## src/rtl/burst_hs_pkg.sv

```systemverilog
package burst_hs_pkg;

  // Phase codes: ring order A -> B -> C -> D -> A, one bit flips per step
  typedef enum logic [1:0] {
    PH_A = 2'b00,
    PH_B = 2'b01,
    PH_C = 2'b11,
    PH_D = 2'b10
  } hs_phase_e;

  function automatic hs_phase_e phase_succ(input hs_phase_e p);
    case (p)
      PH_A:    return PH_B;
      PH_B:    return PH_C;
      PH_C:    return PH_D;
      default: return PH_A;
    endcase
  endfunction

  // Input pair {in_a,in_b} with which a phase is entered
  function automatic logic [1:0] phase_in(input hs_phase_e p);
    case (p)
      PH_A:    return 2'b00;
      PH_B:    return 2'b11;
      PH_C:    return 2'b01;
      default: return 2'b10;
    endcase
  endfunction

  // Output pair {out_a,out_b} held during a phase
  function automatic logic [1:0] phase_out(input hs_phase_e p);
    case (p)
      PH_A:    return 2'b00;
      PH_B:    return 2'b11;
      PH_C:    return 2'b10;
      default: return 2'b01;
    endcase
  endfunction

  // Inputs that belong to the burst leaving phase p
  function automatic logic [1:0] burst_bits(input hs_phase_e p);
    return phase_in(p) ^ phase_in(phase_succ(p));
  endfunction

endpackage

```

## src/rtl/hs_in_sync.sv

```systemverilog
module hs_in_sync #(
  parameter int W      = 2,
  parameter int STAGES = 2
) (
  input  logic         clk,
  input  logic         rst_n,
  input  logic [W-1:0] d,
  output logic [W-1:0] q
);
  generate
    if (STAGES == 0) begin : g_bypass
      assign q = d;
    end else begin : g_chain
      logic [W-1:0] chain [STAGES];
      always_ff @(posedge clk) begin
        if (!rst_n) begin
          for (int i = 0; i < STAGES; i++) chain[i] <= '0;
        end else begin
          chain[0] <= d;
          for (int i = 1; i < STAGES; i++) chain[i] <= chain[i-1];
        end
      end
      assign q = chain[STAGES-1];
    end
  endgenerate
endmodule

```

## src/rtl/hs_burst_tracker.sv

```systemverilog
module hs_burst_tracker
  import burst_hs_pkg::*;
(
  input  logic       clk,
  input  logic       rst_n,
  input  hs_phase_e  phase,
  input  logic [1:0] smp,
  output logic       burst_done,
  output logic       foreign_evt,
  output logic       reverse_evt
);
  logic [1:0] moved;
  logic [1:0] mask;
  logic [1:0] arrived;

  assign mask        = burst_bits(phase);
  assign moved       = smp ^ phase_in(phase);
  assign burst_done  = (smp == phase_in(phase_succ(phase)));
  assign foreign_evt = |(moved & ~mask);
  assign reverse_evt = |(arrived & ~moved);

  always_ff @(posedge clk) begin
    if (!rst_n)          arrived <= '0;
    else if (burst_done) arrived <= '0;
    else                 arrived <= arrived | (moved & mask);
  end
endmodule

```

## src/rtl/burst_hs_ctrl.sv

```systemverilog
module burst_hs_ctrl
  import burst_hs_pkg::*;
#(
  parameter int SYNC_STAGES = 2
) (
  input  logic       clk,
  input  logic       rst_n,
  input  logic       in_a,
  input  logic       in_b,
  output logic       out_a,
  output logic       out_b,
  output logic [1:0] state_code,
  output logic       proto_err
);
  localparam int NIN = 2;

  logic [NIN-1:0] smp;
  hs_phase_e      phase;
  logic [1:0]     outs;
  logic           err_q;
  logic           burst_done;
  logic           foreign_evt;
  logic           reverse_evt;

  hs_in_sync #(.W(NIN), .STAGES(SYNC_STAGES)) u_sync (
    .clk   (clk),
    .rst_n (rst_n),
    .d     ({in_a, in_b}),
    .q     (smp)
  );

  hs_burst_tracker u_trk (
    .clk         (clk),
    .rst_n       (rst_n),
    .phase       (phase),
    .smp         (smp),
    .burst_done  (burst_done),
    .foreign_evt (foreign_evt),
    .reverse_evt (reverse_evt)
  );

  always_ff @(posedge clk) begin
    if (!rst_n) begin
      phase <= PH_A;
      outs  <= phase_out(PH_A);
      err_q <= 1'b0;
    end else begin
      if (burst_done) begin
        phase <= phase_succ(phase);
        outs  <= phase_out(phase_succ(phase));
      end
      err_q <= err_q | foreign_evt | reverse_evt;
    end
  end

  assign out_a      = outs[1];
  assign out_b      = outs[0];
  assign state_code = phase;
  assign proto_err  = err_q;
endmodule

```

## config.mk

```make
export PLATFORM = sky130hd
export DESIGN_NAME = burst_hs_ctrl
export DESIGN_NICKNAME = d
export VERILOG_FILES = /design/src/rtl/burst_hs_pkg.sv /design/src/rtl/hs_in_sync.sv /design/src/rtl/hs_burst_tracker.sv /design/src/rtl/burst_hs_ctrl.sv
export SDC_FILE = /design/constraint.sdc
export NUM_CORES = 1
export LEC_CHECK = 0
export ABC_AREA = 1
export BUFFER_PORTS_ARGS = -buffer_cell sky130_fd_sc_hd__buf_2
export CAP_MARGIN = 20
export CELL_PAD_IN_SITES_DETAIL_PLACEMENT = 1
export CELL_PAD_IN_SITES_GLOBAL_PLACEMENT = 1
export CORE_AREA = 2 2 44 46
export DETAILED_ROUTE_END_ITERATION = 8
export DIE_AREA = 0 0 46 48
export GPL_TIMING_DRIVEN = 0
export HOLD_SLACK_MARGIN = 0.06
export PLACE_DENSITY = 0.66
export SETUP_SLACK_MARGIN = 0.3
export SYNTH_ARGS = -nofsm -noshare
export SYNTH_HDL_FRONTEND = slang
export SYNTH_HIERARCHICAL = 1
export SYNTH_SLANG_ARGS = --single-unit
```

## constraint.sdc

```tcl
create_clock -name clk -period 1.55 [get_ports clk]
set_input_delay 0.0775 -clock clk [delete_from_list [all_inputs] [get_ports clk]]
set_output_delay 0.0775 -clock clk [all_outputs]
set_load 0.05 [all_outputs]
```

==> results of run 1 <==
-- sequential cells by signal, indices dropped and copies added (netlist names) --
name and count:
u_sync/g_chain.chain 4, u_trk/arrived 2, state_code 2, outs 1
proto_err 1
-- layout by cell type, fill, tap and decap left out, types with 2 or more instances in the layout --
master,instances
a21oi_1,4
o21ai_2,2
dfxtp_1,8
inv_1,10
ha_1,4
buf_4,10
dlygate4sd3_1,2
nor2_1,5
ha_4,3
nand2_1,6
clkbuf_4,4
buf_6,3
nand2_2,4
nand2_4,2
o21ai_0,3
inv_4,4
dfxtp_4,2
buf_2,6
-- layout make-up --
type,count,share of cell area (%)
flip-flops and latches,10,24.4
well taps,17,2.50
clock buffers,4,3.09
plain buffers,3,3.09
inverters,14,7.36
repair buffers,20,18.3
multi-input cells,41,41.2
-- power by group through the flow --
stage,clock [uW],combinational [uW],sequential [uW]
5_1_grt,210,167,283
4_1_cts,192,129,279
3_3_place_gp,0,101,286
6_report,185,153,281
2_1_floorplan,0,57.6,307
3_5_place_dp,0,103,287
-- per-stage QoR --
stage	setup slack [ns]	std cells
after CTS	0.227	107
after detailed placement	0.157	93
after global placement	0.181	93
final	0.197	109
after floorplan	0.168	68
after global routing	0.104	109
-- routing by layer --
layer | share of wire [%] | up-vias | global-route usage [%]
met2 | 52 | 5 | 19.7
met5 | 0 | - | 0
li1 | - | 251 | -
met1 | 47 | 218 | 13.7
met3 | 1.5 | 0 | 1.13
met4 | 0 | 0 | 6.86
-- cells by family (layout without fill, tap and decap cells) --
family,after synthesis,count (layout),share of synthesized area (%)
AOI/OAI and AO/OA,10,10,10.1
adders and majority gates,7,7,16.4
buffers and inverters,17,41,14.1
DFF,10,10,37.6
and+or+nand+nor,24,24,21.8
-- how the worst max path moves through the flow --
stage                    end  cells past startpoint
2_1_floorplan  state_code[0]                      7
3_3_place_gp   state_code[0]                      7
3_5_place_dp   state_code[0]                      7
4_1_cts        state_code[0]                      9
5_1_grt        state_code[0]                      9
6_report       state_code[0]                      9
-- timing repair --
item                                    CTS  global route
endpoints found under the hold margin     2             0
endpoints found under the setup margin    5             8
hold buffers                              2             0
setup buffers                             8             2
resized for setup                         7            18
pin swaps                                 6             8
-- worst max-delay path, cell delays in order (launching register included) --
cell and delay (ns):
dfxtp_4 0.40, inv_4 0.04, ha_4 0.25, inv_4 0.06
nand2_4 0.05, nand2_4 0.07, nand3_4 0.07, inv_4 0.08
nor3b_4 0.16, nor2_1 0.06
==> key figures, run 1 <==
Worst setup path
  • WS Path Type: reg2reg
  • CP max FO: 6
  • WP data required: 1.71 ns
  • Worst R2R Setup Slack: 0.20 ns
  • Reg2reg path depth: 9
  • CP arrival: 1.51 ns
  • Worst reg2reg startpoint: state_code[0]
  • CP Launch Type: flip-flop
  • RR Endpoint: state_code[0]
  • CP startpoint: state_code[0]
  • Worst Setup End Kind: flip-flop

Timing
  • Endpoints failing setup: 0
  • RSZ-0062 raised after global routing: true
  • Final hold slack: 0.112 ns
  • Clock skew: 0.0106 ns
  • Slew @ Worst Pin: 0.247 ns
  • Hold Fails Final Rpt: 0
  • Fmax: 739 MHz
  • Min cycle time layout: 1.35 ns
  • Rel. slew slack: 83.7%
  • Setup TNS: 0 ns
  • Tcrit/Tclk final: 87.3%
  • Final Max Slew Viols: 0

Global routing
  • Vias in the first global route: 445
  • GRT Total Usage: 11.4%
  • First-pass GRT wire length: 1730 um
  • GR Overflow Total: 0
  • Largest net degree at the start of global routing: 10
  • Initial antenna violation count: 0

Min path
  • Hold-critical path endpoint: u_sync/g_chain.chain[0][2]
  • Hold-critical path depth: 3
  • Hold path startpoint: rst_n
  • Hold Crit Class: in2reg

Die
  • Die width: 46 um
  • Starting Density: 31.6%
  • I/O Pins: 9
  • Std cell rows: 15
  • Core area: 1690 um^2
  • Die area: 2210 um^2
  • Die Ht: 48 um

Synth
  • Register area share after synthesis: 37.6%
  • Top cell type's share of synthesized area: 37.6%
  • Syn avg cell area: 7.84 um^2
  • Most instantiated cells after synthesis: 13 x inv_1, 10 x dfxtp_1, 10 x nand2_1, 7 x ha_1, 6 x nor2_1
  • Synth area leaders: dfxtp_1 38%, ha_1 16%, inv_1 9.2%, nand2_1 7.0%, buf_4 4.2%
  • Most numerous cell in the Yosys netlist: inv_1
  • Netlist cell types: 17
  • Netlist Area Pre-Place: 533 um^2
  • Post-Synthesis Cells: 68
  • Primary FF master, synth: dfxtp_1
  • Synth async-reset ratio: 0%
  • Synthesis-stage register bit count: 10
  • Area leader, netlist: dfxtp_1
  • YS warnings: 6
  • Post-synth EDFFs: 0
  • Syn nets: 79

CTS
  • CTS tree: built
  • Total CTS buffers: 3
  • H-tree depth: 1
  • Clk_lat worst skew: 0.26 ns
  • Sinks on the clock net: 10
  • CTS root buf: clkbuf_4
  • CTS Buffer Depth: 2
  • Reg clk slew, reported paths: 0.07 ns

Power
  • Maximum vdd drop: 0.469 mV
  • Overall power consumption: 618 uW
  • Seq pwr share: 45.4%
  • Sw Share: 29.0%
  • Pwr dens: 728 nW/um^2
  • Switching power: 180 uW
  • P_int: 439 uW
  • Static leakage: 0.000404 uW
  • Combinational cell fraction of total power: 24.8%
  • Clock group share of total power: 29.8%

Finish
  • Cell area after layout: 850 um^2
  • Area of the multi-input gates: 350 um^2
  • Diodes inserted: 0
  • Register area: 208 um^2
  • Filler instances: 216
  • Final core utilization: 50.3%
  • Nets@finish: 104
  • Syn-to-layout area delta: 59.4%
  • Share of layout cells above drive strength 1: 51.1%

Place
  • I/O Buffers: 8
  • Hpwl dp: 694 um
  • Gpl congestion: 0.683
  • Placement Cell Area: 624 um^2

Routing
  • Initial DRC Count: 2
  • Drt total wl: 1170 um
  • Wire per inst: 10.7 um
  • Detailed Routing Iterations Pass 1: 4
  • Routed Antenna Nets: 0
  • Vias/cell: 4.35
  • Via count: 474
  • DRC: 0

Flow run
  • Max cap viols: 0

Run status
  • Outcome: completed
No activity file was read; power rests on OpenSTA's default activity.
==> run 2, diff against run 1 <==
--- a/config.mk
+++ b/config.mk
@@ -6,7 +6,7 @@
 export NUM_CORES = 1
 export LEC_CHECK = 0
 export ABC_AREA = 1
-export BUFFER_PORTS_ARGS = -buffer_cell sky130_fd_sc_hd__buf_2
+export BUFFER_PORTS_ARGS = -buffer_cell sky130_fd_sc_hd__clkbuf_2
 export CAP_MARGIN = 20
 export CELL_PAD_IN_SITES_DETAIL_PLACEMENT = 1
 export CELL_PAD_IN_SITES_GLOBAL_PLACEMENT = 1
==> run 2 against run 1 <==
Against the previous run: core utilization is 5.3 points lower; non-clock buffer count decreased by 4; critical path depth fell by 1; die area did not move; design area is 10% lower; first-iteration DRC count fell by 50%; worst hold slack improved by 0.052 ns; final cell count fell by 3.7%; clock power decreased by 4%; clock skew shrank 0.0060 ns; critical path type unchanged; critical endpoint unchanged.
==> key figures, run 2 (synthesized netlist as in run 1, its figures left out) <==
CTS
  • Clk_lat worst skew: 0.25 ns (was 0.26 ns)
  • CTS root buf: clkbuf_4 (unchanged)
  • Sinks on the clock net: 10 (unchanged)
  • CTS Buffer Depth: 2 (unchanged)
  • Total CTS buffers: 3 (unchanged)
  • Reg clk slew, reported paths: 0.06 ns (was 0.07 ns)
  • CTS tree: built (unchanged)
  • H-tree depth: 1 (unchanged)

Power
  • Static leakage: 0.000371 uW (was 0.000404 uW)
  • Pwr dens: 776 nW/um^2 (was 728 nW/um^2)
  • Maximum vdd drop: 0.476 mV (was 0.469 mV)

Routing
  • Initial DRC Count: 1 (was 2)
  • Via count: 460 (was 474)
  • Detailed Routing Iterations Pass 1: 2 (was 4)
  • DRC: 0 (unchanged)
  • Routed Antenna Nets: 0 (unchanged)
  • Vias/cell: 4.38 (was 4.35)
  • Drt total wl: 1050 um (was 1170 um)
  • Wire per inst: 9.95 um (was 10.7 um)

Finish
  • Commonest non-fill, non-tap cell in the layout: inv_1
  • Diodes inserted: 0 (unchanged)
  • Commonest non-fill, non-tap cells in the layout: 10 x inv_1, 8 x buf_4, 8 x clkbuf_2, 8 x dfxtp_1, 7 x nand2_1 (was 10 x inv_1, 10 x buf_4, 8 x dfxtp_1, 6 x buf_2, 6 x nand2_1)
  • Share of layout cells above drive strength 1: 47.7% (was 51.1%)
  • Syn-to-layout area delta: 42.7% (was 59.4%)
  • Cell area after layout: 761 um^2 (was 850 um^2)
  • Most flops, register: u_sync/g_chain.chain (unchanged)
  • Number of flip-flops in the largest register: 4 (unchanged)
  • Nets@finish: 100 (was 104)
  • Final core utilization: 45.0% (was 50.3%)

Timing
  • Hold Fails Final Rpt: 0 (unchanged)
  • RSZ-0062 raised after global routing: true (unchanged)
  • Min cycle time layout: 1.33 ns (was 1.35 ns)
  • Fmax: 749 MHz (was 739 MHz)
  • Tcrit/Tclk final: 86.1% (was 87.3%)
  • Setup TNS: 0 ns (unchanged)
  • Slew @ Worst Pin: 0.278 ns (was 0.247 ns)
  • Final Max Slew Viols: 0 (unchanged)
  • Rel. slew slack: 81.6% (was 83.7%)
  • Clock skew: 0.00456 ns (was 0.0106 ns)
  • Endpoints failing setup: 0 (unchanged)
  • Setup ws final: 0.216 ns (was 0.197 ns)

Worst setup path
  • Worst Setup End Kind: flip-flop (unchanged)
  • CP Launch Type: flip-flop (unchanged)
  • Reg2reg path depth: 8 (was 9)
  • CP max FO: 6 (unchanged)
  • Worst R2R Setup Slack: 0.22 ns (was 0.20 ns)
  • Worst reg2reg startpoint: state_code[0] (unchanged)
  • CP arrival: 1.48 ns (was 1.51 ns)
  • WS Path Type: reg2reg (unchanged)
  • RR Endpoint: state_code[0] (unchanged)
  • CP startpoint: state_code[0] (unchanged)
  • WP data required: 1.70 ns (was 1.71 ns)

Global routing
  • Vias in the first global route: 432 (was 445)
  • First-pass GRT wire length: 1730 um (about the same)
  • GR Overflow Total: 0 (unchanged)
  • Initial antenna violation count: 0 (unchanged)
  • GRT Total Usage: 10.9% (was 11.4%)
  • Largest net degree at the start of global routing: 10 (unchanged)

Min path
  • Hold-critical path endpoint: u_sync/g_chain.chain[0][1] (was u_sync/g_chain.chain[0][2])
  • Hold Crit Class: in2reg (unchanged)
  • Hold path startpoint: rst_n (unchanged)
  • Hold-critical path depth: 3 (unchanged)

Die
  • Die width: 46 um (unchanged)
  • Die area: 2210 um^2 (unchanged)
  • Std cell rows: 15 (unchanged)
  • Starting Density: 31.6% (unchanged)
  • I/O Pins: 9 (unchanged)
  • Die Ht: 48 um (unchanged)
  • Core area: 1690 um^2 (unchanged)

Flow run
  • Max cap viols: 0 (unchanged)

Place
  • Placement Cell Area: 624 um^2 (unchanged)
  • Hpwl dp: 708 um (was 694 um)
  • Gpl congestion: 0.682 (was 0.683)
  • Placement Setup Slack: 0.153 ns (was 0.157 ns)
  • I/O Buffers: 8 (unchanged)

Run status
  • Outcome: completed (unchanged)
==> run 2: cell types whose count changed in the layout (fill, tap and decap cells not counted), moves of 2 or more <==
cell,delta
buf_4,-2
inv_4,-2
buf_2,-6
clkbuf_2,+8
inv_2,+2
buf_6,-2
==> run 2: area by class of cell <==
cell class / instances / area [um^2]
plain buffers: 3 / 22.5
clock buffers: 4 / 26.3
fillers: 211 / 928
inverters: 14 / 57.6
multi-input cells: 41 / 317
flip-flops and latches: 10 / 208
well taps: 17 / 21.3
repair buffers: 16 / 109
==> run 2: worst max-delay path, cell delays in order (launching register included) <==
cell and delay (ns):
dfxtp_4 0.36, inv_2 0.04, ha_4 0.28, nand2_2 0.06, nand2_2 0.08, nand3_2 0.08, inv_2 0.11, nor3b_2 0.17
nor2_1 0.05
==> run 2: where the power goes <==
group | total (uW) | switching (uW) | internal, uW
combinational | 134 | 78.1 | 55.5
clock | 177 | 78.3 | 98.9
sequential | 280 | 8.75 | 271
==> run 2: per-stage QoR <==
stage	std cells	hold WS (ns)	power [uW]
after floorplan	68	0.171	365
after global placement	93	0.262	387
after detailed placement	93	0.267	389
after CTS	105	0.146	592
after global routing	105	0.182	629
final	105	0.164	590
==> run 2: metal layers <==
metal / wire [um] / global-route usage (%) / part of all wire, %
met5: 0 / 0 / 0
met4: 0 / 3.43 / 0
met3: 17 / 1.13 / 1.6
met2: 543 / 19.7 / 52
met1: 483 / 13.5 / 46
==> run 2: how the worst max path moves through the flow <==
stage	to	slack, ns	cells after the start
after floorplan	state_code[0]	0.17	7
after global placement	state_code[0]	0.18	7
after detailed placement	state_code[0]	0.15	7
after CTS	state_code[0]	0.22	8
after global routing	state_code[0]	0.15	8
final	state_code[0]	0.22	8
==> run 2: what timing repair did <==
item	in CTS	in global routing
setup endpoints to repair	5	6
setup buffers	6	0
pin swaps	4	2
endpoints found under the hold margin	2	0
hold buffers	2	0
gates resized for setup	8	4
